==> src/rtl/blkmove_seq.sv <==
module blkmove_seq #(
  parameter int AW = 16,
  parameter int LW = 16,
  parameter int DW = 8,
  parameter logic [AW-9:0] STK_PAGE = 'h01
) (
  input  logic          clk,
  input  logic          rst_n,
  input  logic          start,
  input  logic [2:0]    mode,
  input  logic [AW-1:0] src_in,
  input  logic [AW-1:0] dst_in,
  input  logic [LW-1:0] len_in,
  input  logic [7:0]    sp_in,
  input  logic [DW-1:0] reg_y,
  input  logic [DW-1:0] reg_a,
  input  logic [DW-1:0] reg_x,
  output logic [AW-1:0] mem_addr,
  output logic          mem_re,
  output logic          mem_we,
  output logic [DW-1:0] mem_wdata,
  input  logic [DW-1:0] mem_rdata,
  output logic          busy,
  output logic          done,
  output logic [7:0]    sp_out
);
  typedef enum logic [2:0] {S_IDLE, S_PUSH, S_PRE, S_MOVE, S_POST, S_POP, S_FIN} st_t;

  st_t           st;
  logic [2:0]    cnt;
  logic [2:0]    md;
  logic [AW-1:0] src, dst;
  logic [LW-1:0] len;
  logic          alt;
  logic [7:0]    sp;
  logic [DW-1:0] sv_y, sv_a, sv_x;

  wire m_dec  = (md == 3'd1);
  wire m_fix  = (md == 3'd2);
  wire m_altd = (md == 3'd3);
  wire m_alts = (md == 3'd4);

  wire [AW-1:0] rd_addr = src + {{(AW-1){1'b0}}, alt & m_alts};
  wire [AW-1:0] wr_addr = dst + {{(AW-1){1'b0}}, alt & m_altd};
  wire [AW-1:0] src_nx  = m_dec ? src - 1'b1 : (m_alts ? src : src + 1'b1);
  wire [AW-1:0] dst_nx  = m_dec ? dst - 1'b1 : ((m_fix | m_altd) ? dst : dst + 1'b1);
  wire [7:0]    sp_up   = sp + 8'd1;

  always_ff @(posedge clk) begin
    if (!rst_n) begin
      st <= S_IDLE; cnt <= '0; md <= '0; src <= '0; dst <= '0; len <= '0;
      alt <= 1'b0; sp <= '0; sv_y <= '0; sv_a <= '0; sv_x <= '0;
    end else begin
      case (st)
        S_IDLE: if (start) begin
          st <= S_PUSH; cnt <= '0; md <= mode; src <= src_in; dst <= dst_in;
          len <= len_in; alt <= 1'b0; sp <= sp_in;
          sv_y <= reg_y; sv_a <= reg_a; sv_x <= reg_x;
        end
        S_PUSH: begin
          sp <= sp - 8'd1;
          if (cnt == 3'd2) begin st <= S_PRE; cnt <= '0; end
          else cnt <= cnt + 3'd1;
        end
        S_PRE:
          if (cnt == 3'd5) begin st <= S_MOVE; cnt <= '0; end
          else cnt <= cnt + 3'd1;
        S_MOVE: begin
          if (cnt == 3'd1) begin
            src <= src_nx; dst <= dst_nx; alt <= ~alt; len <= len - 1'b1;
          end
          if (cnt == 3'd5) begin
            cnt <= '0;
            if (len == '0) st <= S_POST;
          end else cnt <= cnt + 3'd1;
        end
        S_POST:
          if (cnt == 3'd3) begin st <= S_POP; cnt <= '0; end
          else cnt <= cnt + 3'd1;
        S_POP: begin
          sp <= sp_up;
          if (cnt == 3'd2) begin st <= S_FIN; cnt <= '0; end
          else cnt <= cnt + 3'd1;
        end
        default: st <= S_IDLE;
      endcase
    end
  end

  assign busy   = (st != S_IDLE);
  assign done   = (st == S_FIN);
  assign sp_out = sp;
  assign mem_we = (st == S_PUSH) || (st == S_MOVE && cnt == 3'd1);
  assign mem_re = (st == S_POP)  || (st == S_MOVE && cnt == 3'd0);

  always_comb begin
    mem_addr  = wr_addr;
    mem_wdata = mem_rdata;
    if (st == S_PUSH) begin
      mem_addr  = {STK_PAGE, sp};
      mem_wdata = (cnt == 3'd0) ? sv_y : ((cnt == 3'd1) ? sv_a : sv_x);
    end else if (st == S_POP) begin
      mem_addr = {STK_PAGE, sp_up};
    end else if (st == S_MOVE && cnt == 3'd0) begin
      mem_addr = rd_addr;
    end
  end


  mem_idle_chk: assert property (@(posedge clk) disable iff (!rst_n)
    !busy |-> !(mem_re || mem_we));

  rw_excl_chk: assert property (@(posedge clk) disable iff (!rst_n)
    !(mem_re && mem_we));

  rd_then_wr_chk: assert property (@(posedge clk) disable iff (!rst_n)
    (st == S_MOVE && mem_re) |=> (mem_we && !mem_re));

  done_pulse_chk: assert property (@(posedge clk) disable iff (!rst_n)
    done |=> (!done && !busy));

  pop_page_chk: assert property (@(posedge clk) disable iff (!rst_n)
    (st == S_POP) |-> (mem_addr[AW-1:8] == STK_PAGE));

  start_ignored_chk: assert property (@(posedge clk) disable iff (!rst_n)
    (busy && !done && start) |=> busy);
endmodule

==> config.mk <==
export PLATFORM = sky130hd
export DESIGN_NAME = blkmove_seq
export DESIGN_NICKNAME = d
export VERILOG_FILES = /design/src/rtl/blkmove_seq.sv
export SDC_FILE = /design/constraint.sdc
export NUM_CORES = 1
export LEC_CHECK = 0
export CORE_MARGIN = 2
export CORE_UTILIZATION = 25
export CTS_BUF_LIST = sky130_fd_sc_hd__clkbuf_2
export DETAILED_ROUTE_END_ITERATION = 10
export PLACE_DENSITY = 0.42
export SYNTH_ARGS = -nofsm -noshare
export SYNTH_HDL_FRONTEND = slang
export SYNTH_SLANG_ARGS = --single-unit
==> constraint.sdc <==
create_clock -name clk -period 13.68 [get_ports clk]
set_input_delay 2.736 -clock clk [delete_from_list [all_inputs] [get_ports clk]]
set_output_delay 2.736 -clock clk [all_outputs]
set_load 0.02 [all_outputs]
### Word level (Yosys, flattened, before mapping)

Index checks and enable logic that the tools add are counted.

* flip-flop bits (word level): 90
* input port bits: 94
* output and inout port bits: 36
* word-level logic and storage cells: 106

* add/subtract/negate cells: 10
* equal/unequal tests: 24
* mux-type cells: 37
* bitwise gates (word level): 4
* reduce and logical (&&, ||, !) cells: 20

Operators with widths (count)
* two-way mux 16 bit: 13
* one-hot mux 16 bit (2 select lines): 3
* subtractor 16 x 1 -> 16 bit, second input constant: 3
* two-way mux 3 bit: 11
* adder 16 x 1 -> 16 bit: 2
* adder 16 x 1 -> 16 bit, second input constant: 2
* two-way mux 8 bit: 4
* one-hot mux 8 bit (3 select lines): 1
* equality test 3 x 2 -> 1 bit, second input constant: 6
* one-hot mux 3 bit (6 select lines): 1
* logical NOT 16 bit: 1
* != test 2 bit, second input constant: 8
* equality test 3 bit, second input constant: 5
* one-hot mux 3 bit (4 select lines): 1
* equality test 3 x 1 -> 1 bit, second input constant: 3
* adder 8 x 1 -> 8 bit, second input constant: 1
* AND reduction 4 bit: 2
* subtractor 8 x 1 -> 8 bit, second input constant: 1
* AND reduction 7 bit: 1
* logical NOT 3 bit: 2
* != test 3 bit, second input constant: 2
* AND reduction 2 bit: 3
* nonzero test 3 bit: 2
* nonzero test 4 bit: 1
* 11 further kinds: 16

### Logic depth before layout (Yosys ltp)

Gate-level depths: netlist of run 1.

* depth in word-level cells: 6
* gate-level depth with buffers: 10

### Worst setup path before layout of run 1

OpenSTA, ideal clock, no wires.

* path kind: input -> output
* start: input mem_rdata[0]
* end: output mem_wdata[0]
* arrival: 3.001 ns
* slack: 7.943 ns
* cell stages on the path: 2
* buffers on the path: 0
* cells stage by stage: nand2_1 -> o21ai_0

* longest elaborated chain between the ends: 1

Ends and longest elaborated chain
* start: declaration: RTL line 22 `input logic [DW-1:0] mem_rdata,`
* two-way mux 8 bit: RTL line 99 `if (st == S_PUSH) begin`
* end: declaration: RTL line 21 `output logic [DW-1:0] mem_wdata,`

Every way passes these cells.

### Worst setup path after layout of run 1

* start: register st[1]
* end: output mem_addr[4]

* longest elaborated chain between the ends: 5
* elaborated cells between the ends (all ways): 7
* those cells by class: eq/ne: 3; mux: 3; reduce/logical: 1

Ends and longest elaborated chain
* start: declaration: RTL line 29 `st_t st;`
* start signal: assignment: RTL line 51 `st <= S_IDLE; cnt <= '0; md <= '0; src <= '0; dst <= '0; len <= '0;`
* start signal: assignment: RTL line 56 `st <= S_PUSH; cnt <= '0; md <= mode; src <= src_in; dst <= dst_in;`
* start signal: assignment: RTL line 62 `if (cnt == 3'd2) begin st <= S_PRE; cnt <= '0; end`
* equality test 3 x 2 -> 1 bit: RTL line 104 `end else if (st == S_MOVE && cnt == 3'd0) begin`
* logical AND 1 bit: RTL line 104
* two-way mux 16 bit: RTL line 104
* two-way mux 16 bit: RTL line 102 `end else if (st == S_POP) begin`
* two-way mux 16 bit *: RTL line 99
* end: declaration: RTL line 18 `output logic [AW-1:0] mem_addr,`

Every way passes the cells marked *; elsewhere a longest branch is shown, timed or not.

==> results of run 1 <==
==> worst min-delay path, stage by stage (launching register included) <==
cell	delay (ns)
dfxtp_1	0.38
nand2_1	0.05
a21oi_1	0.05
==> per-layer routing <==
layer	vias to the layer above	global-route usage
li1	3614	-
met5	-	0
met1	3303	0.227
met4	0	0.0360
met3	9	0.0252
met2	105	0.283
==> layout make-up <==
cell class | count | area, sq um
antenna | 2 | 5.00
timing repair buffer | 140 | 1370
fill | 2957 | 18300
inverter | 20 | 76.3
sequential | 90 | 1800
clock buffer | 9 | 45.0
tap | 341 | 427
clock inverter | 7 | 72.6
multi-input combinational | 789 | 4740
==> cell usage in the layout, fill, tap and decap left out, types with 14 or more instances in the layout <==
cell and count:
ha_1 42, a31oi_1 20, o21ai_0 59, xor2_1 28
nand3_1 27, xnor2_1 29, a21oi_1 108, nand2_1 161
clkdlybuf4s50_1 129, o21ai_1 14, dfxtp_1 90, a211oi_1 20
inv_1 19, nor2_1 100
==> path summary, 6_finish.rpt <==
path | slack (ns) | cells after the start | to
min reg2reg | 0.47 | 2 | sv_a[3]$_SDFFE_PN0P_
max reg2reg | 10.25 | 9 | dst[12]$_SDFFE_PN0P_
min | 0.47 | 2 | sv_a[3]$_SDFFE_PN0P_
max | 6.79 | 8 | mem_addr[4]
==> kinds of logic (layout without fill, tap and decap cells) <==
logic type / after synthesis / in the layout / synth area share
AND/OR/NAND/NOR: 367 / 367 / 0.243
AO/OA/AOI/OAI: 314 / 314 / 0.282
flip-flops: 90 / 90 / 0.264
buffers and inverters: 75 / 176 / 0.0438
XOR/XNOR: 57 / 57 / 0.0732
adder cells (fa/ha/maj): 44 / 44 / 0.0829
multiplexers: 7 / 7 / 0.0105
other: 0 / 2 / 0
==> registers in the layout, indices dropped and copies added (netlist names) <==
register / count
cnt: 3
sp_out: 8
sv_a: 8
sv_x: 8
md: 3
src: 16
st: 3
len: 16
sv_y: 8
alt: 1
dst: 16
==> stage by stage <==
stage | utilization | setup slack (ns) | cells | cell area (sq um) | power (uW)
finish | 0.318 | 6.79 | 1398 | 8540 | 1440
global placement | 0.313 | 6.96 | 1380 | 8420 | 1310
floorplan | - | 7.94 | 954 | 6820 | 999
detailed placement | 0.313 | 6.96 | 1380 | 8420 | 1310
global route | 0.318 | 6.39 | 1398 | 8540 | 1570
CTS | 0.318 | 6.63 | 1396 | 8540 | 1460
==> where the power goes <==
| group | switching, uW | internal (uW) |
|---|---|---|
| clock | 120 | 30.0 |
| sequential | 115 | 335 |
| combinational | 498 | 346 |
==> results.md, run 1 <==
* Period utilisation layout at 0.504
* Yosys top cell area share at 0.264
* Status: complete, no violations
* Unique masters post-synth at 75
* Arr. time, crit path at 4.16 ns
* Largest area contributor in the synthesized netlist: dfxtp_1
* Max-cap violation count at 0
* Slew HR at 0.338
* Fin Hold WS at 0.470 ns
* Crit path launch: st[1]$_SDFFE_PN0P_
* Async SR Flop Fraction at 0
* Layout area overhead at 25.2%
* Vias/cell at a little over 5
* Top delay family on crit path: simple AND/OR/NAND/NOR gates
* Crit Path Max Fanout at 45
* Clock slew at reported path FFs at 0.32 ns
* Total GRT Usage at 0.168
* Transition time of the tightest slew-check pin at 0.989 ns
* Routed wl met3 at between 700 and 800 um
* CP peak stage delay at 0.88 ns
* Slew Viols, Final at 0
* Port Buffer Count at 129
* Final min period at 6.89 ns
* Pwr dens at 169 nW/um^2
* Syn nets at 1092
* Nets at 1188
* Synth top area cells: dfxtp_1 (26%), nand2_1 (8.9%), a21oi_1 (8.1%)
* Setup repair after global routing missed its margin: no
* Post-synthesis cell count at roughly 950
* Final wirelength at ~24 mm
* CP cell instances: and3b_2 > nand3_2 > nand2_1 > a2bb2oi_1 > nand2_1 > a21oi_1 > a21oi_1 > clkdlybuf4s50_1
* Hold Fails Final Rpt at 0
* Initial antenna violation count at 2
* Initial core utilization at 0.254
* First-pass GRT wire length at 38.1 mm
* YS warnings at 0
* DRC at 0
* Hold Crit Class: flop to flop
* CTS tree: yes
* Fin Setup TNS at 0 ns
* Top-count cell post-synth: nand2_1
* Number of placement rows at 60
* Setup bufs post-CTS at 0
* H-Tree Depth at 3
* IO Count at 130
* CP endpoint kind: output pin
* TritonRoute pass-1 iters at 5
* Met1 WL at 11.7 mm
* VDD IR-drop max at 0.0518 mV
* Worst path bufs/invs at 1
* CP max stage cell: and3b_2
* Data required, critical path at between 10 and 15 ns
* Wire length on met2 at 11.5 mm
* Post-cts hold buffer count at 0
* Final setup viols at 0
* Static leakage at 0.00321 uW
* Worst skew pair latency at 0.65 ns
* Post-synth EDFFs at 0
* Synth cell count leaders: nand2_1 (161), a21oi_1 (110), nor2_1 (100)
* Largest net degree at the start of global routing at 63
* Worst Skew at 0.0384 ns
* Std-Cell Core Area at 26900 sq um
* Share of layout cells above drive strength 1 at 0.0464
* Number of global-route vias before repair at between 6000 and 7000
* Die Ht at roughly 170 um
* Reg2reg start: st[2]$_SDFFE_PN0P_
* PostCTS Resize Cnt at 0
* Clock buffer depth at 2
* Sequential area share after synthesis at 0.264
* Die W at about 170 um
* Post-Syn Area at between 6000 and 7000 sq um
* CTS buffer count at 9
* Setup CP Type: flop to output pin
* Post-synth top flop: dfxtp_1
* Fmax at ~150 MHz
* Clock Sinks at 90
* Die ar. at 28600 sq um
* Top layer reached by signal wires: met4
* DR WL/cell at 17.3 um
* Setup crit start kind: flop
* HP Start: sv_a[3]$_SDFFE_PN0P_
* Clk root buf: clkbuf_2
* Initial DRC count at 421
* Final ANT Viol Nets at 0
* Syn Area/Cell at around 7.2 sq um
* Routability cong. at 0.787
* HPWL after DPL at 17.5 mm
* Routed vias at 7031
* GRT overflow at 0
* Seq cells post-synth at 90
No activity file was read; power rests on OpenSTA's default activity.
==> run 2, diff against run 1 <==
==> constraint.sdc (replaced) <==
create_clock -name clk -period 6.8 [get_ports clk]
set_input_delay 1.36 -clock clk [delete_from_list [all_inputs] [get_ports clk]]
set_output_delay 1.36 -clock clk [all_outputs]
set_load 0.02 [all_outputs]
==> results.md, run 2 (synthesized netlist as in run 1, its figures left out) <==
* HPWL after DPL at roughly 18 mm
* Fin Setup TNS at 0 ns
* Clock Sinks at 90
* Post-cts hold buffer count at 0
* Static leakage at about 0.0032 uW
* PostCTS Resize Cnt at 0
* Setup bufs post-CTS at 0
* Setup crit start kind: flop
* CTS tree: yes
* Crit Path Max Fanout at 45
* Clk root buf: clkbuf_2
* DRC at 0
* Data required, critical path at 5.44 ns
* Die Ht at approximately 170 um
* Final wirelength at 24.2 mm
* Number of global-route vias before repair at 6624
* Total GRT Usage at 0.166
* Hold Crit Class: flop to flop
* Hold Fails Final Rpt at 0
* Final setup viols at 0
* Hold path cells at 2
* Commonest non-fill, non-tap cells in the layout: nand2_1 (161), clkdlybuf4s50_1 (129), a21oi_1 (108), nor2_1 (100), dfxtp_1 (90)
* GRT overflow at 0
* Routed vias at 7046
* CTS buffer count at 9
* Setup repair after global routing missed its margin: no
* R2R depth at 9
* TritonRoute pass-1 iters at 4
* Worst Skew at roughly 0.036 ns
* Initial antenna violation count at 1
* Max-cap violation count at 0
* Transition time of the tightest slew-check pin at 0.953 ns
* Setup ws final at 1.31 ns
* Final core occ at 0.319
* VDD IR-drop max at 0.136 mV
* Die ar. at about 29000 sq um
* H-Tree Depth at 3
* Nets at 1189
* Routability cong. at between 0.7 and 0.8
* Arr. time, crit path at 4.13 ns
* First-pass GRT wire length at 37.4 mm
* Final min period at ~5.5 ns
* CP endpoint kind: output pin
* Setup CP Type: flop to output pin
* Largest net degree at the start of global routing at 64
* IO Count at 130
* Worst skew pair latency at 0.63 ns
* Clock slew at reported path FFs at 0.29 ns
* Share of layout cells above drive strength 1 at 0.0473
* Initial DRC count at 398
* Initial core utilization at 0.254
* Clock buffer depth at 2
* Number of placement rows at 60
* Setup slack at placement at 2.01 ns
* Die W at 169 um
* Pwr dens at 346 nW/um^2
* Period utilisation layout at 0.807
* Slew HR at 0.363
* DR WL/cell at 17.3 um
* Status: complete, no violations
* Fin Hold WS at 0.476 ns
* Final ANT Viol Nets at 0
* Layout area overhead at 25.7%
* Fmax at 182 MHz
* Commonest non-fill, non-tap cell in the layout: nand2_1
* Std-Cell Core Area at 26900 sq um
* Slew Viols, Final at 0
* Port Buffer Count at 129
* # fillers at 2949
* Biggest regs: dst: 16 flops, len: 16 flops, src: 16 flops
* Vias/cell at roughly 5.0
## run 2: cell count changes in the layout (fill, tap and decap cells not counted)
cell and change:
clkinv_8 -1, clkinv_2 +2, buf_4 +1, bufinv_16 +2, clkinvlp_4 -1, inv_6 +1, clkinv_4 -2, inv_8 -1
## run 2: power breakdown
| part | internal, uW | total (uW) | switching (uW) | leakage (uW) |
|---|---|---|---|---|
| combinational | 698 | 1700 | 1000 | 0.00240 |
| sequential | 673 | 907 | 234 | 0.000741 |
| clock | 126 | 359 | 232 | 0.0000886 |
| total | 1500 | 2960 | 1470 | 0.00323 |
## run 2: final cells by class
cell class	count	area (sq um)	share of cell area
Multi-Input combinational cell	789	4740	0.553
Clock inverter	7	98.8	0.0115
Timing Repair Buffer	141	1380	0.161
Antenna cell	2	5.00	0.000584
Sequential cell	90	1800	0.210
Clock buffer	9	45.0	0.00525
Inverter	20	76.3	0.00890
Tap cell	341	427	0.0498
## run 2: metal layers
layer	routed length (um)	share of wire	GRT usage	vias to the layer above
li1	-	-	-	3613
met1	11700	0.48	0.225	3299
met2	11400	0.47	0.277	117
met3	799	0.033	0.0282	17
met4	342	0.014	0.0360	0
met5	0	0	0	-
## run 2: metrics by stage
stage          total power [uW]  cells  area [sq um]
2_1_floorplan              2010    954          6820
5_1_grt                    3220   1399          8570
6_report                   2960   1399          8570
3_3_place_gp               2630   1381          8430
4_1_cts                    3000   1397          8570
3_5_place_dp               2620   1381          8430
## run 2: final timing paths
kind	from	slack, ns	end
max	st[1]$_SDFFE_PN0P_	1.31	mem_addr[4]
min	sv_a[0]$_SDFFE_PN0P_	0.48	sv_a[0]$_SDFFE_PN0P_
max reg2reg	st[2]$_SDFFE_PN0P_	3.48	dst[12]$_SDFFE_PN0P_
min reg2reg	sv_a[0]$_SDFFE_PN0P_	0.48	sv_a[0]$_SDFFE_PN0P_
## run 2: worst max-delay path, stage by stage, from the launching register on
cell and delay [ns]:
dfxtp_1 0.69, and3b_2 0.89, nand3_2 0.47, nand2_1 0.32, a2bb2oi_1 0.28, nand2_1 0.08
a21oi_1 0.15, a21oi_1 0.06, clkdlybuf4s50_1 0.57
==> run 3, diff against run 2 <==
--- a/config.mk
+++ b/config.mk
@@ -9,7 +9,7 @@
 export CORE_UTILIZATION = 25
 export CTS_BUF_LIST = sky130_fd_sc_hd__clkbuf_2
 export DETAILED_ROUTE_END_ITERATION = 10
-export PLACE_DENSITY = 0.42
+export PLACE_DENSITY = 0.44
 export SYNTH_ARGS = -nofsm -noshare
 export SYNTH_HDL_FRONTEND = slang
 export SYNTH_SLANG_ARGS = --single-unit
==> constraint.sdc (replaced) <==
create_clock -name clk -period 4.66 [get_ports clk]
set_input_delay 0.932 -clock clk [delete_from_list [all_inputs] [get_ports clk]]
set_output_delay 0.932 -clock clk [all_outputs]
set_load 0.02 [all_outputs]
==> results.md, run 3 (synthesized netlist as in run 1, its figures left out) <==
* Data required, critical path at 3.73 ns
* Most used cell, CP: ha_1
* Initial DRC count at around 450
* Period utilisation layout at 0.932
* Commonest non-fill, non-tap cells in the layout: nand2_1 (161), clkdlybuf4s50_1 (124), a21oi_1 (108), nor2_1 (100), dfxtp_1 (90)
* Setup repair after global routing missed its margin: no
* Final ANT Viol Nets at 0
* Max-cap violation count at 0
* GRT met1 Usage at 0.229
* Crit Path Max Fanout at 5
* Port Buffer Count at 129
* CP max stage cell: clkdlybuf4s50_1
* Worst skew pair latency at 0.65 ns
* Initial antenna violation count at 2
* Status: complete, no violations
* Final Non-Filler Cells at 1401
* Static leakage at 0.00329 uW
* Final min period at 4.34 ns
* Hold Fails Final Rpt at 0
* Biggest regs: dst: 16 flops, len: 16 flops, src: 16 flops
* Layer with the highest usage: met2
* Vias/cell at 5.03
* Die W at 169 um
* GRT overflow at 0
* Post-cts hold buffer count at 0
* Routed vias at 7048
* # fillers at 2929
* IO Count at 130
* Die ar. at 28600 sq um
* Routability cong. at 0.806
* Placed cells at 1383
* Grt met3 use at 0.0259
* Hold Crit Class: flop to flop
* HPWL after DPL at 17.1 mm
* DRC at 0
* Pwr dens at 492 nW/um^2
* Clock slew at reported path FFs at slightly above 0.3 ns
* CTS tree: yes
* CP peak stage delay at 0.64 ns
* Transition time of the tightest slew-check pin at ~0.99 ns
* Met2 usage at 0.261
* CP endpoint kind: output pin
* Clock buffer depth at 2
* Clock Sinks at 90
* Initial core utilization at 0.254
* Number of global-route vias before repair at about 6700
* Fin Hold WS at 0.472 ns
* Fin Setup TNS at 0 ns
* VDD IR-drop max at 0.139 mV
* Std-Cell Core Area at 26900 sq um
* TritonRoute pass-1 iters at 4
* Nets at 1191
* Die Ht at 169 um
* Fmax at 230 MHz
* First-pass GRT wire length at 37.1 mm
* Slew Viols, Final at 0
* Worst Skew at 0.0600 ns
* Setup crit start kind: flop
* Slew HR at 0.339
* Final setup viols at 0
* CP cell instances: nor3b_2 > and2_1 > ha_1 > ha_1 > nand3_1 > nor2_1 > nand4_1 > xor2_1 > a211oi_1 > clkdlybuf4s50_1
* Largest net degree at the start of global routing at 62
* DR WL/cell at 16.8 um
* Commonest non-fill, non-tap cell in the layout: nand2_1
* Total GRT Usage at 0.163
* H-Tree Depth at 3
* Arr. time, crit path at 3.41 ns
* Setup CP Type: flop to output pin
* Final wirelength at 23.6 mm
* Clk root buf: clkbuf_2
* Share of layout cells above drive strength 1 at 0.0491
* CTS buffer count at 9
* Layout area overhead at 25.5%
* Number of placement rows at 60
run 3: cell types whose count changed in the layout (fill, tap and decap cells not counted):
| cell | change |
|---|---|
| clkinvlp_4 | +2 |
| clkinv_1 | +1 |
| dlymetal6s2s_1 | +4 |
| nor3b_2 | +1 |
| clkdlybuf4s50_1 | -5 |
| clkinv_2 | -3 |
| dlygate4sd2_1 | +1 |
| bufinv_16 | -2 |
| nor3b_1 | -1 |
| inv_8 | +1 |
| inv_2 | +1 |
| buf_4 | +2 |
run 3: final timing paths:
check / depth (start not counted) / slack, ns / to / from
worst max-delay path: 10 / 0.32 / mem_addr[10] / md[2]$_SDFFE_PN0P_
worst min-delay path: 2 / 0.47 / sv_a[6]$_SDFFE_PN0P_ / sv_a[6]$_SDFFE_PN0P_
worst max register to register: 10 / 1.59 / dst[12]$_SDFFE_PN0P_ / md[1]$_SDFFE_PN0P_
worst min register to register: 2 / 0.47 / sv_a[6]$_SDFFE_PN0P_ / sv_a[6]$_SDFFE_PN0P_
run 3: area by class of cell:
cell class                 count  area, sq um  area share
inverter                      20         75.1     0.00877
timing repair buffer         143         1410       0.164
clock buffer                   9         45.0     0.00526
tap                          341          427      0.0498
antenna                        2         5.00    0.000585
sequential                    90         1800       0.210
multi-input combinational    789         4740       0.554
clock inverter                 7         58.8     0.00687
run 3: routing by layer:
| metal | part of all wire | up-vias |
|---|---|---|
| met1 | 0.49 | 3266 |
| li1 | - | 3628 |
| met3 | 0.039 | 18 |
| met2 | 0.46 | 136 |
| met5 | 0 | - |
| met4 | 0.015 | 0 |
run 3: per-stage QoR:
stage	cell area [sq um]	setup WS, ns	power [uW]	util
final	8560	0.318	4210	0.319
after global routing	8560	0.0377	4590	0.319
after CTS	8540	0.00263	4250	0.318
after detailed placement	8440	0.768	3800	0.314
after global placement	8440	0.806	3820	0.314
after floorplan	6820	0.199	2930	-
run 3: repair_timing:
item,4_1_cts,5_1_grt
buffers inserted,0,0
gates resized for setup,1,5
setup endpoints to repair,1,8
run 3: report_power, final:
part / total, uW / leakage (uW) / internal (uW) / switching [uW]
clock: 428 / 0.0000604 / 80.8 / 347
sequential: 1320 / 0.000741 / 982 / 339
combinational: 2460 / 0.00249 / 1020 / 1440
run 3: critical path: cells and delay by family (launching register included):
family          cells  cell delay, ns
xor+xnor            1            0.17
compound gates      1            0.24
simple gates        5            0.89
fa+ha+maj           2            0.36
flops               1            0.47
buf+inv             1            0.64
